===== src/rtl/spim_pkg.sv =====
package spim_pkg;
  localparam logic [7:0] ADDR_CTRL = 8'h60;
  localparam logic [7:0] ADDR_STAT = 8'h64;
  localparam logic [7:0] ADDR_TXD  = 8'h68;
  localparam logic [7:0] ADDR_RXD  = 8'h6C;
  localparam logic [7:0] ADDR_SSR  = 8'h70;

  localparam int CB_LOOP   = 0;
  localparam int CB_EN     = 1;
  localparam int CB_MASTER = 2;
  localparam int CB_CPOL   = 3;
  localparam int CB_CPHA   = 4;
  localparam int CB_TXRST  = 5;
  localparam int CB_RXRST  = 6;
  localparam int CB_MANSEL = 7;
  localparam int CB_HOLD   = 8;
  localparam int CB_LSB    = 9;
  localparam int CTRL_W    = 10;

  localparam logic [CTRL_W-1:0] CTRL_PULSE_MASK = (CTRL_W'(1) << CB_TXRST) | (CTRL_W'(1) << CB_RXRST);
endpackage


===== src/rtl/spim_fifo.sv =====
module spim_fifo #(
  parameter int W     = 8,
  parameter int DEPTH = 16
) (
  input  logic         clk,
  input  logic         rst,
  input  logic         flush,
  input  logic         push,
  input  logic         pop,
  input  logic [W-1:0] din,
  output logic [W-1:0] dout,
  output logic         full,
  output logic         empty
);
  localparam int AW = (DEPTH > 1) ? $clog2(DEPTH) : 1;
  localparam int CW = $clog2(DEPTH + 1);

  logic [W-1:0]  mem [DEPTH];
  logic [AW-1:0] wp, rp;
  logic [CW-1:0] cnt;

  logic do_push, do_pop;
  assign do_push = push && !full;
  assign do_pop  = pop && !empty;

  function automatic logic [AW-1:0] nxt(input logic [AW-1:0] p);
    return (p == AW'(DEPTH - 1)) ? '0 : p + AW'(1);
  endfunction

  always_ff @(posedge clk) begin
    if (do_push && !flush) mem[wp] <= din;
  end

  always_ff @(posedge clk) begin
    if (rst || flush) begin
      wp  <= '0;
      rp  <= '0;
      cnt <= '0;
    end else begin
      if (do_push) wp <= nxt(wp);
      if (do_pop)  rp <= nxt(rp);
      case ({do_push, do_pop})
        2'b10:   cnt <= cnt + CW'(1);
        2'b01:   cnt <= cnt - CW'(1);
        default: cnt <= cnt;
      endcase
    end
  end

  assign full  = (cnt == CW'(DEPTH));
  assign empty = (cnt == '0);
  assign dout  = mem[rp];

  // a push into a full queue leaves it full and the count unchanged
  p_no_overflow_r3: assert property (@(posedge clk) disable iff (rst)
    (full && push && !pop && !flush) |=> (full && $stable(cnt)));

  // a pop from an empty queue leaves it empty
  p_no_underflow_r11: assert property (@(posedge clk) disable iff (rst)
    (empty && pop && !push && !flush) |=> empty);
endmodule


===== src/rtl/spim_shift.sv =====
module spim_shift #(
  parameter int W       = 8,
  parameter int CLK_DIV = 2
) (
  input  logic         clk,
  input  logic         rst,
  input  logic         start_i,
  input  logic [W-1:0] word_i,
  input  logic         cpol_i,
  input  logic         cpha_i,
  input  logic         lsb_i,
  input  logic         miso_i,
  output logic         busy_o,
  output logic         done_o,
  output logic [W-1:0] rx_word_o,
  output logic         sclk_o,
  output logic         mosi_o
);
  localparam int EDGES = 2 * W;
  localparam int EW    = $clog2(EDGES);
  localparam int DW    = (CLK_DIV > 1) ? $clog2(CLK_DIV) : 1;

  logic          busy_q, done_q, sclk_q;
  logic [DW-1:0] div_q;
  logic [EW-1:0] edge_q;
  logic [W-1:0]  tx_sr, rx_sr;

  logic is_sample, is_shift;
  assign is_sample = (edge_q[0] == cpha_i);
  assign is_shift  = !is_sample && (edge_q != '0);

  always_ff @(posedge clk) begin
    if (rst) begin
      busy_q <= 1'b0;
      done_q <= 1'b0;
      sclk_q <= 1'b0;
      div_q  <= '0;
      edge_q <= '0;
      tx_sr  <= '0;
      rx_sr  <= '0;
    end else begin
      done_q <= 1'b0;
      if (!busy_q) begin
        sclk_q <= cpol_i;
        if (start_i) begin
          busy_q <= 1'b1;
          div_q  <= '0;
          edge_q <= '0;
          tx_sr  <= word_i;
        end
      end else if (div_q == DW'(CLK_DIV - 1)) begin
        div_q  <= '0;
        sclk_q <= ~sclk_q;
        if (is_sample) begin
          if (lsb_i) rx_sr <= {miso_i, rx_sr[W-1:1]};
          else       rx_sr <= {rx_sr[W-2:0], miso_i};
        end
        if (is_shift) begin
          if (lsb_i) tx_sr <= {1'b0, tx_sr[W-1:1]};
          else       tx_sr <= {tx_sr[W-2:0], 1'b0};
        end
        if (edge_q == EW'(EDGES - 1)) begin
          busy_q <= 1'b0;
          done_q <= 1'b1;
        end else begin
          edge_q <= edge_q + EW'(1);
        end
      end else begin
        div_q <= div_q + DW'(1);
      end
    end
  end

  assign busy_o    = busy_q;
  assign done_o    = done_q;
  assign rx_word_o = rx_sr;
  assign sclk_o    = sclk_q;
  assign mosi_o    = lsb_i ? tx_sr[0] : tx_sr[W-1];

  // after an even number of toggles the clock is back at its idle level
  p_sclk_returns_r8: assert property (@(posedge clk) disable iff (rst)
    $fell(busy_q) |-> (sclk_q == cpol_i));

  // a finished word is reported once, with the engine idle
  p_one_done_r5: assert property (@(posedge clk) disable iff (rst)
    done_q |=> !done_q);
endmodule


===== src/rtl/spim_top.sv =====
module spim_top
  import spim_pkg::*;
#(
  parameter int WORD_W     = 8,
  parameter int FIFO_DEPTH = 16,
  parameter int NUM_SS     = 4,
  parameter int CLK_DIV    = 2
) (
  input  logic              clk,
  input  logic              rst,
  input  logic [7:0]        bus_addr,
  input  logic              bus_wr,
  input  logic              bus_rd,
  input  logic [31:0]       bus_wdata,
  output logic [31:0]       bus_rdata,
  output logic              sclk_o,
  output logic              mosi_o,
  input  logic              miso_i,
  output logic [NUM_SS-1:0] ss_n_o
);
  logic [CTRL_W-1:0] ctrl_q;
  logic [NUM_SS-1:0] ssr_q, ss_n_q;
  logic [31:0]       rdata_q;

  logic wr_ctrl, wr_txd, wr_ssr, rd_rxd;
  assign wr_ctrl = bus_wr && (bus_addr == ADDR_CTRL);
  assign wr_txd  = bus_wr && (bus_addr == ADDR_TXD);
  assign wr_ssr  = bus_wr && (bus_addr == ADDR_SSR);
  assign rd_rxd  = bus_rd && (bus_addr == ADDR_RXD);

  logic unused_wdata;
  assign unused_wdata = ^bus_wdata;

  logic tx_flush, rx_flush;
  assign tx_flush = wr_ctrl && bus_wdata[CB_TXRST];
  assign rx_flush = wr_ctrl && bus_wdata[CB_RXRST];

  logic [WORD_W-1:0] tx_head, rx_head, sh_rx_word;
  logic tx_full, tx_empty, rx_full, rx_empty;
  logic sh_busy, sh_done, sh_start, sh_mosi, sh_sclk, miso_eff;

  assign sh_start = !sh_busy && !tx_empty && !tx_flush &&
                    ctrl_q[CB_EN] && ctrl_q[CB_MASTER] && !ctrl_q[CB_HOLD];
  assign miso_eff = ctrl_q[CB_LOOP] ? sh_mosi : miso_i;

  spim_fifo #(.W(WORD_W), .DEPTH(FIFO_DEPTH)) u_txq (
    .clk(clk), .rst(rst), .flush(tx_flush),
    .push(wr_txd), .pop(sh_start), .din(bus_wdata[WORD_W-1:0]),
    .dout(tx_head), .full(tx_full), .empty(tx_empty)
  );

  spim_fifo #(.W(WORD_W), .DEPTH(FIFO_DEPTH)) u_rxq (
    .clk(clk), .rst(rst), .flush(rx_flush),
    .push(sh_done), .pop(rd_rxd), .din(sh_rx_word),
    .dout(rx_head), .full(rx_full), .empty(rx_empty)
  );

  spim_shift #(.W(WORD_W), .CLK_DIV(CLK_DIV)) u_shift (
    .clk(clk), .rst(rst), .start_i(sh_start), .word_i(tx_head),
    .cpol_i(ctrl_q[CB_CPOL]), .cpha_i(ctrl_q[CB_CPHA]), .lsb_i(ctrl_q[CB_LSB]),
    .miso_i(miso_eff), .busy_o(sh_busy), .done_o(sh_done),
    .rx_word_o(sh_rx_word), .sclk_o(sh_sclk), .mosi_o(sh_mosi)
  );

  // control and select registers
  always_ff @(posedge clk) begin
    if (rst) begin
      ctrl_q <= '0;
      ssr_q  <= '1;
    end else begin
      if (wr_ctrl) ctrl_q <= bus_wdata[CTRL_W-1:0] & ~CTRL_PULSE_MASK;
      if (wr_ssr)  ssr_q  <= bus_wdata[NUM_SS-1:0];
    end
  end

  // select pins: register value while manual or shifting, else released
  always_ff @(posedge clk) begin
    if (rst) ss_n_q <= '1;
    else if (ctrl_q[CB_MANSEL] || sh_busy) ss_n_q <= ssr_q;
    else ss_n_q <= '1;
  end

  // registered read path
  always_ff @(posedge clk) begin
    if (rst) begin
      rdata_q <= '0;
    end else if (bus_rd) begin
      case (bus_addr)
        ADDR_CTRL: rdata_q <= 32'(ctrl_q);
        ADDR_STAT: rdata_q <= {27'b0, 1'b0, tx_full, tx_empty, rx_full, rx_empty};
        ADDR_RXD:  rdata_q <= rx_empty ? 32'd0 : 32'(rx_head);
        ADDR_SSR:  rdata_q <= 32'(ssr_q);
        default:   rdata_q <= 32'd0;
      endcase
    end
  end

  assign bus_rdata = rdata_q;
  assign sclk_o    = sh_sclk;
  assign mosi_o    = sh_mosi;
  assign ss_n_o    = ss_n_q;

  // the hold bit keeps an idle engine idle
  p_hold_blocks_r4: assert property (@(posedge clk) disable iff (rst)
    (ctrl_q[CB_HOLD] && !sh_busy) |=> !sh_busy);

  // no start without enable and master
  p_need_enable_r12: assert property (@(posedge clk) disable iff (rst)
    (!(ctrl_q[CB_EN] && ctrl_q[CB_MASTER]) && !sh_busy) |=> !sh_busy);

  // manual select puts the register on the pins
  p_manual_sel_r9: assert property (@(posedge clk) disable iff (rst)
    (ctrl_q[CB_MANSEL] && !wr_ssr) |=> (ss_n_o == ssr_q));

  // reading an empty receive queue returns zero
  p_empty_read_zero_r11: assert property (@(posedge clk) disable iff (rst)
    (rd_rxd && rx_empty) |=> (bus_rdata == 32'd0));

  // a finished word always lands in a queue that had room or was flushed
  p_rx_push_r5: assert property (@(posedge clk) disable iff (rst)
    (sh_done && !rx_full && !rx_flush && !rd_rxd) |=> !rx_empty);
endmodule


===== config.mk =====
export PLATFORM = sky130hd
export DESIGN_NAME = spim_top
export DESIGN_NICKNAME = d
export VERILOG_FILES = /design/src/rtl/spim_pkg.sv /design/src/rtl/spim_fifo.sv /design/src/rtl/spim_shift.sv /design/src/rtl/spim_top.sv
export SDC_FILE = /design/constraint.sdc
export NUM_CORES = 1
export LEC_CHECK = 0
export CAP_MARGIN = 0
export CORE_ASPECT_RATIO = 1.1
export CORE_UTILIZATION = 45
export CTS_CLUSTER_DIAMETER = 150
export CTS_CLUSTER_SIZE = 10
export DETAILED_ROUTE_END_ITERATION = 10
export SLEW_MARGIN = 10
export SYNTH_ARGS = -nofsm -noshare
export SYNTH_HDL_FRONTEND = slang
export SYNTH_SLANG_ARGS = --single-unit

===== constraint.sdc =====
create_clock -name clk -period 6.3 [get_ports clk]
set_input_delay 1.26 -clock clk [delete_from_list [all_inputs] [get_ports clk]]
set_output_delay 1.26 -clock clk [all_outputs]
set_load 0.01 [all_outputs]

==> metrics.txt, run 1 <==
gr busiest metal=met2; HP Class=register to register; Net Switching=885 µW; CTS HTree Levels=2; Pins Over Slew Limit=0; Mapped Avg Cell Area=14.2 µm²; pwr dens=282 nW/µm²; Nets=1096; VDD IR max=0.225 mV; Port Buffers=38; Top Ports=83; data arrival time of the worst path=4.94 ns; Clk pwr share=45.3%; Die Span X=171 µm; vias per inst=5.48; Die Height=187 µm; row count=67; CTS clock-pin slew for the worst setup and hold paths=0.06 ns; Top FF cell, synth=edfxtp_1; via count=8081; Leak=5.06 nW; Sw Ratio=19.7%; Combinational Power Share=1.4%; Post-synth ARST share=0%; GRT Total Usage=19.6%; share of cells above drive strength 1=10.8%; Mapped Cells=989; Core ar.=30600 µm²; status=completed; Tmin final=4.49 ns; Final ANT Viol Nets=0; Initial Utilization=46.0%; GRT overflow=0; Hold WS=0.483 ns; GR Util met2=33.8%; Critical Path Sink Type=register; Synth Register Bits=340; largest net degree at the start of global routing=59; first-pass GRT wire length=47100 µm; sequential area share after synthesis=66.6%; Final Cycle Share=71.3%; Area Growth Syn to Fin=13.1%; sequential share of power=53.3%; Post-CTS Setup Inserts=0; setup tns final=0 ns; Crit Path Category=input port to register; routability cong.=0.806; clock tree root buffer cell=clkbuf_16; Int Power=3.60 mW; RSZ-0062 raised after global routing=no; FILL cells=2570; Bufs on Longest Clock Path=3; n_diodes=0; DRC violations left=0; relative slew slack=20.6%; vias in the first global route=8027; met1 usage=25.8%; Die ar.=32000 µm²; CTS tree=yes; hpwl dp=19800 µm; drt first pass iters=5; Max Fclk=223 MHz; Ys Warns=0; post-synth cell types=59; Worst EP required=6.75 ns; DRT Wirelength=30500 µm; Worst setup SP type=input port; final setup fails=0; Fin. Hold Viols=0; Setup Skew=0.0243 ns; initial antenna violation count=0; Worst Max-Slew Pin Slew=1.18 ns; cts bufs inserted=39; maxcap violations=0; post_cts resized=0; per-cell routed wire length=20.7 µm; synthesized cell area=14100 µm²; initial DRC count=493; GR met3 Demand/Resource=2.71%; Worst-Skew Late Latency=0.53 ns; Post-synth EDFFs=256; top fanout value on the critical path=8; number of clock sinks=340; # hold bufs at CTS=0
==> power groups by stage <==
| stage | Sequential, mW | Combinational, mW | Clock [mW] |
|---|---|---|---|
| global route | 2.39 | 0.0663 | 2.14 |
| CTS | 2.39 | 0.0617 | 2.07 |
| detailed placement | 2.44 | 0.0614 | 0 |
| global placement | 2.44 | 0.0603 | 0 |
| floorplan | 2.44 | 0.0320 | 0 |
| finish | 2.39 | 0.0611 | 2.03 |
==> layer usage <==
layer | share of wire [%] | vias up
met4 | 2.0 | 0
met1 | 43 | 4026
li1 | - | 3813
met3 | 3.7 | 47
met2 | 51 | 195
met5 | 0 | -
==> per-stage QoR <==
| stage | util (%) | power (mW) | setup WS (ns) | instance area [µm²] | instances |
|---|---|---|---|---|---|
| 5_1_grt | 52.0 | 4.60 | 1.58 | 15900 | 1475 |
| 2_1_floorplan | - | 2.47 | 2.11 | 14100 | 1010 |
| 6_report | 52.0 | 4.48 | 1.81 | 15900 | 1475 |
| 3_3_place_gp | 48.3 | 2.50 | 1.34 | 14800 | 1404 |
| 3_5_place_dp | 48.3 | 2.50 | 1.30 | 14800 | 1404 |
| 4_1_cts | 52.0 | 4.52 | 1.83 | 15900 | 1475 |
==> synth_stat cells, drive strengths merged (18+ instances only) <==
cell	number	area share [%]
a21oi	43	1.5
a22oi	30	1.6
buf	39	1.7
clkbuf	32	0.85
dfxtp	84	12
edfxtp	256	55
ha	19	1.7
inv	23	0.61
mux2i	79	5.6
mux4	34	5.4
nand2	66	1.8
nand3	41	1.5
nor2	67	1.8
nor3	18	0.76
o21ai	26	0.93
==> final cells by class <==
| cell class | count | area [µm²] | share of cell area (%) |
|---|---|---|---|
| clock buffers | 69 | 1110 | 6.97 |
| clock inverters | 2 | 25.0 | 0.157 |
| inverters | 23 | 86.3 | 0.542 |
| multi-input cells | 576 | 4330 | 27.2 |
| flip-flops and latches | 340 | 9370 | 58.9 |
| well taps | 414 | 518 | 3.25 |
| repair buffers | 51 | 478 | 3.00 |
==> path summary, 6_finish.rpt <==
kind	startpoint	to	slack, ns	depth (start not counted)
worst min register to register	bus_rdata[5]	bus_rdata[5]	0.48	1
worst min-delay path	bus_rdata[5]	bus_rdata[5]	0.48	1
worst max register to register	u_rxq.cnt[0]	u_rxq.cnt[4]	2.77	10
worst max-delay path	bus_addr[4]	u_rxq.cnt[4]	1.81	12
==> cell usage in the layout, fill, tap and decap left out, types with 13 or more instances in the layout <==
cell | netlist | routed
edfxtp_1 | 256 | 256
inv_1 | 23 | 23
a22oi_1 | 30 | 30
ha_1 | 19 | 19
dfxtp_1 | 84 | 82
nor2_1 | 67 | 67
conb_1 | 1 | 22
o21ai_0 | 24 | 24
mux2i_1 | 79 | 79
a31oi_1 | 14 | 14
clkbuf_16 | 0 | 40
nand2_1 | 66 | 66
a21oi_1 | 43 | 43
buf_4 | 22 | 13
clkdlybuf4s50_1 | 0 | 38
mux4_2 | 34 | 34
nand3_1 | 41 | 41
nor3_1 | 16 | 16
clkbuf_1 | 32 | 29
==> kinds of logic after synthesis <==
logic type / Yosys count / synth area share (%)
flops: 340 / 66.6
simple gates: 238 / 8.03
compound gates: 157 / 7.40
mux: 125 / 12.0
buf+inv: 94 / 3.21
fa+ha+maj: 20 / 1.83
xor+xnor: 14 / 0.872
other cells: 1 / 0.0267
==> sequential cells by signal, indices dropped and copies added, names as in the netlist, 4 cells and up, named ones only <==
signal,cells
ss_n_o,4
u_shift.tx_sr,8
bus_rdata,10
u_txq.mem,128
ssr_q,4
u_txq.cnt,5
u_rxq.wp,4
u_rxq.cnt,5
u_shift.edge_q,4
ctrl_q,8
u_shift.rx_word_o,8
u_rxq.mem,128
u_rxq.rp,4
u_txq.wp,4
u_txq.rp,4
==> worst max-delay path, stage by stage <==
cell	delay, ns
clkdlybuf4s50_1	0.60
or4_4	0.60
or3_4	0.38
nor3_4	0.29
ha_1	0.28
inv_1	0.10
fa_1	0.39
nor2b_1	0.17
o21ai_0	0.12
and3_1	0.20
or4_1	0.40
a21oi_1	0.14
Power figures use the tool's default switching activity.
==> run 2, diff against run 1 <==
--- a/config.mk
+++ b/config.mk
@@ -11,6 +11,7 @@
 export CTS_CLUSTER_DIAMETER = 150
 export CTS_CLUSTER_SIZE = 10
 export DETAILED_ROUTE_END_ITERATION = 10
+export PLACE_DENSITY = 0.65
 export SLEW_MARGIN = 10
 export SYNTH_ARGS = -nofsm -noshare
 export SYNTH_HDL_FRONTEND = slang
==> constraint.sdc (replaced) <==
create_clock -name clk -period 3.8 [get_ports clk]
set_input_delay 0.76 -clock clk [delete_from_list [all_inputs] [get_ports clk]]
set_output_delay 0.76 -clock clk [all_outputs]
set_load 0.01 [all_outputs]
==> run 2 against run 1 <==
Clock skew is 0.0036 ns higher. Critical path depth did not move. Register-to-register slack worse by 2.2 ns. Final cell count is 3.6% higher. First-iteration DRC count increased by 29%. Highest routed layer unchanged. Combinational power increased by 82%. Largest power group unchanged. Utilization grew 1.3 points.
==> metrics.txt, run 2 (synthesis gave the netlist of run 1 again) <==
status=completed; Area Growth Syn to Fin=15.9%; Critical Path Sink Type=register; hpwl dp=20100 µm (+1.4%); Worst-Skew Late Latency=0.52 ns (about the same); number of clock sinks=340 (unchanged); DRC violations left=0 (unchanged); drt first pass iters=5 (unchanged); Post-Route Utilization=53.3% (+1.3 points); Fin. Hold Viols=0 (unchanged); commonest non-fill, non-tap cell in the layout=edfxtp_1; routability cong.=0.829 (+2.9%); CTS HTree Levels=2 (unchanged); vias per inst=5.37 (-2.1%); via count=8198 (+1.4%); RSZ-0062 raised after global routing=no; pre-CTS setup slack=-0.243 ns (-1.54 ns); FF-to-FF Start=u_rxq.cnt[0]; HP Class=register to register; # hold bufs at CTS=0 (unchanged); n_diodes=0 (unchanged); initial DRC count=636 (+29%); placed insts=1458 (+3.8%); Hold Path Origin=bus_rdata[6]; data arrival time of the worst path=3.97 ns (-0.97 ns); Worst setup SP type=input port; Worst Setup SP=bus_addr[1]; Die Height=187 µm (unchanged); Crit Path Category=input port to register; Setup WS post-layout=0.276 ns (-1.53 ns); Nets=1150 (+4.9%); first-pass GRT wire length=46800 µm (-0.73%); gr busiest metal=met2; r2r worst-path depth=11 (+1); Die Span X=171 µm (unchanged); Die ar.=32000 µm² (unchanged); Tmin final=3.52 ns; FILL cells=2531 (-1.5%); Max Fclk=284 MHz; Bufs on Longest Clock Path=3 (unchanged); CTS tree=yes; VDD IR max=0.423 mV (+88%); area of the multi-input gates=4330 µm² (unchanged); Reg area=9370 µm² (unchanged); Final Instance Count excl. Fillers=1528 (+3.6%); maxcap violations=0 (unchanged); Pwr Total=7.37 mW (+64%); Final ANT Viol Nets=0 (unchanged); final setup fails=0 (unchanged); R2R setup slack=0.56 ns (-2.21 ns); cell depth of the worst min-delay path=1 (unchanged); per-cell routed wire length=19.5 µm (-5.6%); Final Cycle Share=92.7%; relative slew slack=23.3% (+2.6 points); Port Buffers=38 (unchanged); Top Ports=83 (unchanged); met1 usage=25.5% (-0.27 points); Core ar.=30600 µm² (unchanged); Leak=5.33 nW (+5.3%); Post-CTS Setup Inserts=0 (unchanged); post_cts resized=0 (unchanged); pwr dens=452 nW/µm² (+61%); clock tree root buffer cell=clkbuf_16; top fanout value on the critical path=2 (-6); Initial Utilization=46.0% (unchanged); share of cells above drive strength 1=15.1% (+4.2 points); vias in the first global route=8157 (+1.6%); GR Util met2=33.1% (-0.69 points); CTS clock-pin slew for the worst setup and hold paths=0.05 ns (about the same); row count=67 (unchanged); DRT Wirelength=29900 µm (-2.2%); cts bufs inserted=39 (unchanged); GR met3 Demand/Resource=2.73% (+0.021 points); GRT overflow=0 (unchanged); initial antenna violation count=1 (+1); crit path capture=u_rxq.cnt[4]; commonest non-fill, non-tap cells in the layout=edfxtp_1 (256), dfxtp_1 (82), mux2i_1 (79); largest net degree at the start of global routing=59 (unchanged); GRT Total Usage=19.3% (-0.30 points); Worst EP required=4.24 ns (-2.51 ns); RR Endpoint=u_rxq.cnt[4]; Setup Skew=0.0279 ns (+0.00358 ns); Pins Over Slew Limit=0 (unchanged); Worst Max-Slew Pin Slew=1.15 ns (-0.0326 ns)
==> run 2: worst min-delay path by stage <==
stage / slack, ns / endpoint
final: 0.47 / bus_rdata[6]
after global routing: 0.50 / ctrl_q[1]
after CTS: 0.48 / ctrl_q[1]
after detailed placement: 0.47 / bus_rdata[5]
after global placement: 0.46 / ctrl_q[1]
after floorplan: 0.43 / ss_n_o[1]
==> run 2: area by class of cell <==
cell class,count,share of cell area [%]
multi-input cells,576,26.5
flip-flops and latches,340,57.5
clock buffers,68,6.65
clock inverters,2,0.200
well taps,414,3.18
repair buffers,105,5.42
inverters,23,0.530
==> run 2: power breakdown <==
| group | switching, mW | leakage (nW) | internal (mW) |
|---|---|---|---|
| Clock | 1.37 | 0.529 | 1.93 |
| Sequential | 0.000284 | 3.01 | 3.96 |
| Combinational | 0.0733 | 1.79 | 0.0372 |
| Total | 1.44 | 5.33 | 5.93 |
==> run 2: through the flow <==
stage	cell area, µm²	TNS (ns)	hold WS, ns
floorplan	14100	0	0.428
global placement	15200	-0.205	0.458
detailed placement	15200	-0.345	0.467
CTS	16300	0	0.479
global route	16300	0	0.504
finish	16300	0	0.474
==> run 2: critical path, cell delays in order <==
cell and delay [ns]:
clkdlybuf4s50_1 0.42, or4_4 0.54, or3_4 0.36, nor3_4 0.20, ha_1 0.21, inv_1 0.07
fa_1 0.37, nor2b_1 0.16, o21ai_0 0.12, and3_1 0.21, or4_1 0.40, a21oi_1 0.14
==> run 2: layer usage <==
layer	share of wire, %	up-vias
met1	43	4071
li1	-	3928
met2	51	161
met5	0	-
met4	1.6	0
met3	3.5	38
==> run 3, diff against run 2 <==
--- a/config.mk
+++ b/config.mk
@@ -6,12 +6,14 @@
 export NUM_CORES = 1
 export LEC_CHECK = 0
 export CAP_MARGIN = 0
+export CELL_PAD_IN_SITES_DETAIL_PLACEMENT = 0
+export CELL_PAD_IN_SITES_GLOBAL_PLACEMENT = 2
 export CORE_ASPECT_RATIO = 1.1
-export CORE_UTILIZATION = 45
+export CORE_UTILIZATION = 39
 export CTS_CLUSTER_DIAMETER = 150
 export CTS_CLUSTER_SIZE = 10
 export DETAILED_ROUTE_END_ITERATION = 10
-export PLACE_DENSITY = 0.65
+export PLACE_DENSITY_LB_ADDON = 0.1
 export SLEW_MARGIN = 10
 export SYNTH_ARGS = -nofsm -noshare
 export SYNTH_HDL_FRONTEND = slang
==> run 3 against run 2 <==
Non-clock buffer count increased by 7. Register-to-register slack gained 0.02 ns. First-iteration DRC count shrank 21%. Hold slack lost 0.0029 ns. Design area rose by 0.97%. Sequential share of layout area decreased by 0.55 points. Critical path depth stayed put. Global-route usage shrank 0.68 points. Fmax increased by 0.95%. Via count grew 0.82%. Routed wire length grew 11%. Critical path type unchanged. Highest routed layer unchanged.
==> metrics.txt, run 3 (synthesis gave the netlist of run 1 again) <==
Setup WS post-layout=0.309 ns (+0.0330 ns); vias per inst=5.16 (-3.8%); Pwr Total=7.46 mW (+1.1%); Worst-Skew Late Latency=0.54 ns (+0.02 ns); commonest non-fill, non-tap cell in the layout=edfxtp_1; largest net degree at the start of global routing=59 (unchanged); GRT overflow=0 (unchanged); final setup fails=0 (unchanged); post-route design area=16500 µm² (+0.97%); r2r worst-path depth=11 (unchanged); Die Height=201 µm (+7.3%); vias in the first global route=8258 (+1.2%); placed insts=1532 (+5.1%); Final Instance Count excl. Fillers=1601 (+4.8%); setup tns final=0 ns (unchanged); drt first pass iters=5 (unchanged); DRC violations left=0 (unchanged); # hold bufs at CTS=0 (unchanged); Worst setup SP type=input port; n_diodes=0 (unchanged); Post-CTS Setup Inserts=0 (unchanged); FF-to-FF Start=u_rxq.cnt[0]; FILL cells=3206 (+27%); initial antenna violation count=0 (-1); Post-Route Utilization=46.6% (-6.7 points); first-pass GRT wire length=51000 µm (+9.1%); RR Endpoint=u_rxq.cnt[4]; post_cts resized=0 (unchanged); initial DRC count=504 (-21%); cts bufs inserted=39 (unchanged); share of cells above drive strength 1=15.7% (+0.63 points); cell depth of the worst min-delay path=2 (+1); commonest non-fill, non-tap cells in the layout=edfxtp_1 (256), dfxtp_1 (82), mux2i_1 (79); Pins Over Slew Limit=0 (unchanged); Final ANT Viol Nets=0 (unchanged); Core ar.=35300 µm² (+15%); Setup Skew=0.0233 ns (-0.00457 ns); Area Growth Syn to Fin=17.0%; CTS tree=yes; Bufs on Longest Clock Path=3 (unchanged); data arrival time of the worst path=3.95 ns (-0.02 ns); top fanout value on the critical path=2 (unchanged); Hold WS=0.471 ns (-0.00292 ns); relative slew slack=29.3% (+6.1 points); Placed Area=15300 µm² (+0.98%); maxcap violations=0 (unchanged); Nets=1157 (+0.61%); R2R setup slack=0.58 ns (+0.02 ns); Die ar.=36800 µm² (+15%); pwr dens=453 nW/µm² (+0.13%); CTS HTree Levels=2 (unchanged); Fin. Hold Viols=0 (unchanged); per-cell routed wire length=20.7 µm (+5.9%); pre-CTS setup slack=-0.253 ns (-0.00984 ns); Critical Path Sink Type=register; number of clock sinks=340 (unchanged); Crit Path Category=input port to register; Worst EP required=4.26 ns (+0.02 ns); Die Span X=183 µm (+7.3%); VDD IR max=0.280 mV (-34%); clock tree root buffer cell=clkbuf_16; Hold Path Origin=bus_rdata[8]; Initial Utilization=39.8% (-6.1 points); status=completed; HP Class=register to register; routability cong.=0.771 (-7.1%); row count=72 (+7.5%); Max Fclk=286 MHz (+0.95%); CTS clock-pin slew for the worst setup and hold paths=0.06 ns (about the same); Leak=5.38 nW (+0.88%); RSZ-0062 raised after global routing=no; hpwl dp=21800 µm (+8.5%); Port Buffers=38 (unchanged); Top Ports=83 (unchanged); GRT Total Usage=18.6% (-0.68 points); Tmin final=3.49 ns (-0.0330 ns); via count=8265 (+0.82%); DRT Wirelength=33100 µm (+11%); Final Cycle Share=91.9% (-0.87 points); Worst Max-Slew Pin Slew=1.06 ns (-0.0885 ns); Worst Hold Endpoint=bus_rdata[8]
## run 3: where the power goes
part	switching [mW]	total, mW	leakage, nW	internal, mW
clock	1.41	3.38	0.536	1.96
sequential	0.000263	3.96	3.01	3.96
combinational	0.0774	0.115	1.83	0.0375
## run 3: area by class of cell
type,count,area (µm²),area share (%)
Tap cell,481,602,3.66
Clock inverter,2,25.0,0.152
Inverter,23,86.3,0.524
Clock buffer,67,1100,6.70
Multi-Input combinational cell,576,4330,26.3
Sequential cell,340,9370,56.9
Timing Repair Buffer,112,948,5.76
## run 3: worst max path at each step
stage | start | endpoint | slack, ns
3_3_place_gp | bus_addr[1] | u_rxq.cnt[4] | -0.20
2_1_floorplan | bus_addr[4] | u_rxq.cnt[4] | 0.11
4_1_cts | bus_addr[1] | u_rxq.cnt[4] | 0.29
5_1_grt | bus_addr[1] | u_rxq.cnt[4] | 0.12
6_report | bus_addr[1] | u_rxq.cnt[4] | 0.31
3_5_place_dp | bus_addr[1] | u_rxq.cnt[4] | -0.25
## run 3: layer usage
layer  up-vias  wire length, µm  share of wire, %  GRT usage, %
li1       3944                -                 -             -
met1      4122            15500                47          26.4
met2       149            15900                48          30.1
met3        50             1130               3.4          2.62
met4         0              590               1.8          4.67
met5         -                0                 0             0
## run 3: critical path, stage by stage
cell	delay (ns)
clkdlybuf4s50_1	0.44
or4_4	0.55
or3_4	0.36
nor3_4	0.19
ha_1	0.19
inv_1	0.06
fa_1	0.37
nor2b_1	0.16
o21ai_0	0.12
and3_1	0.21
or4_1	0.39
a21oi_1	0.14
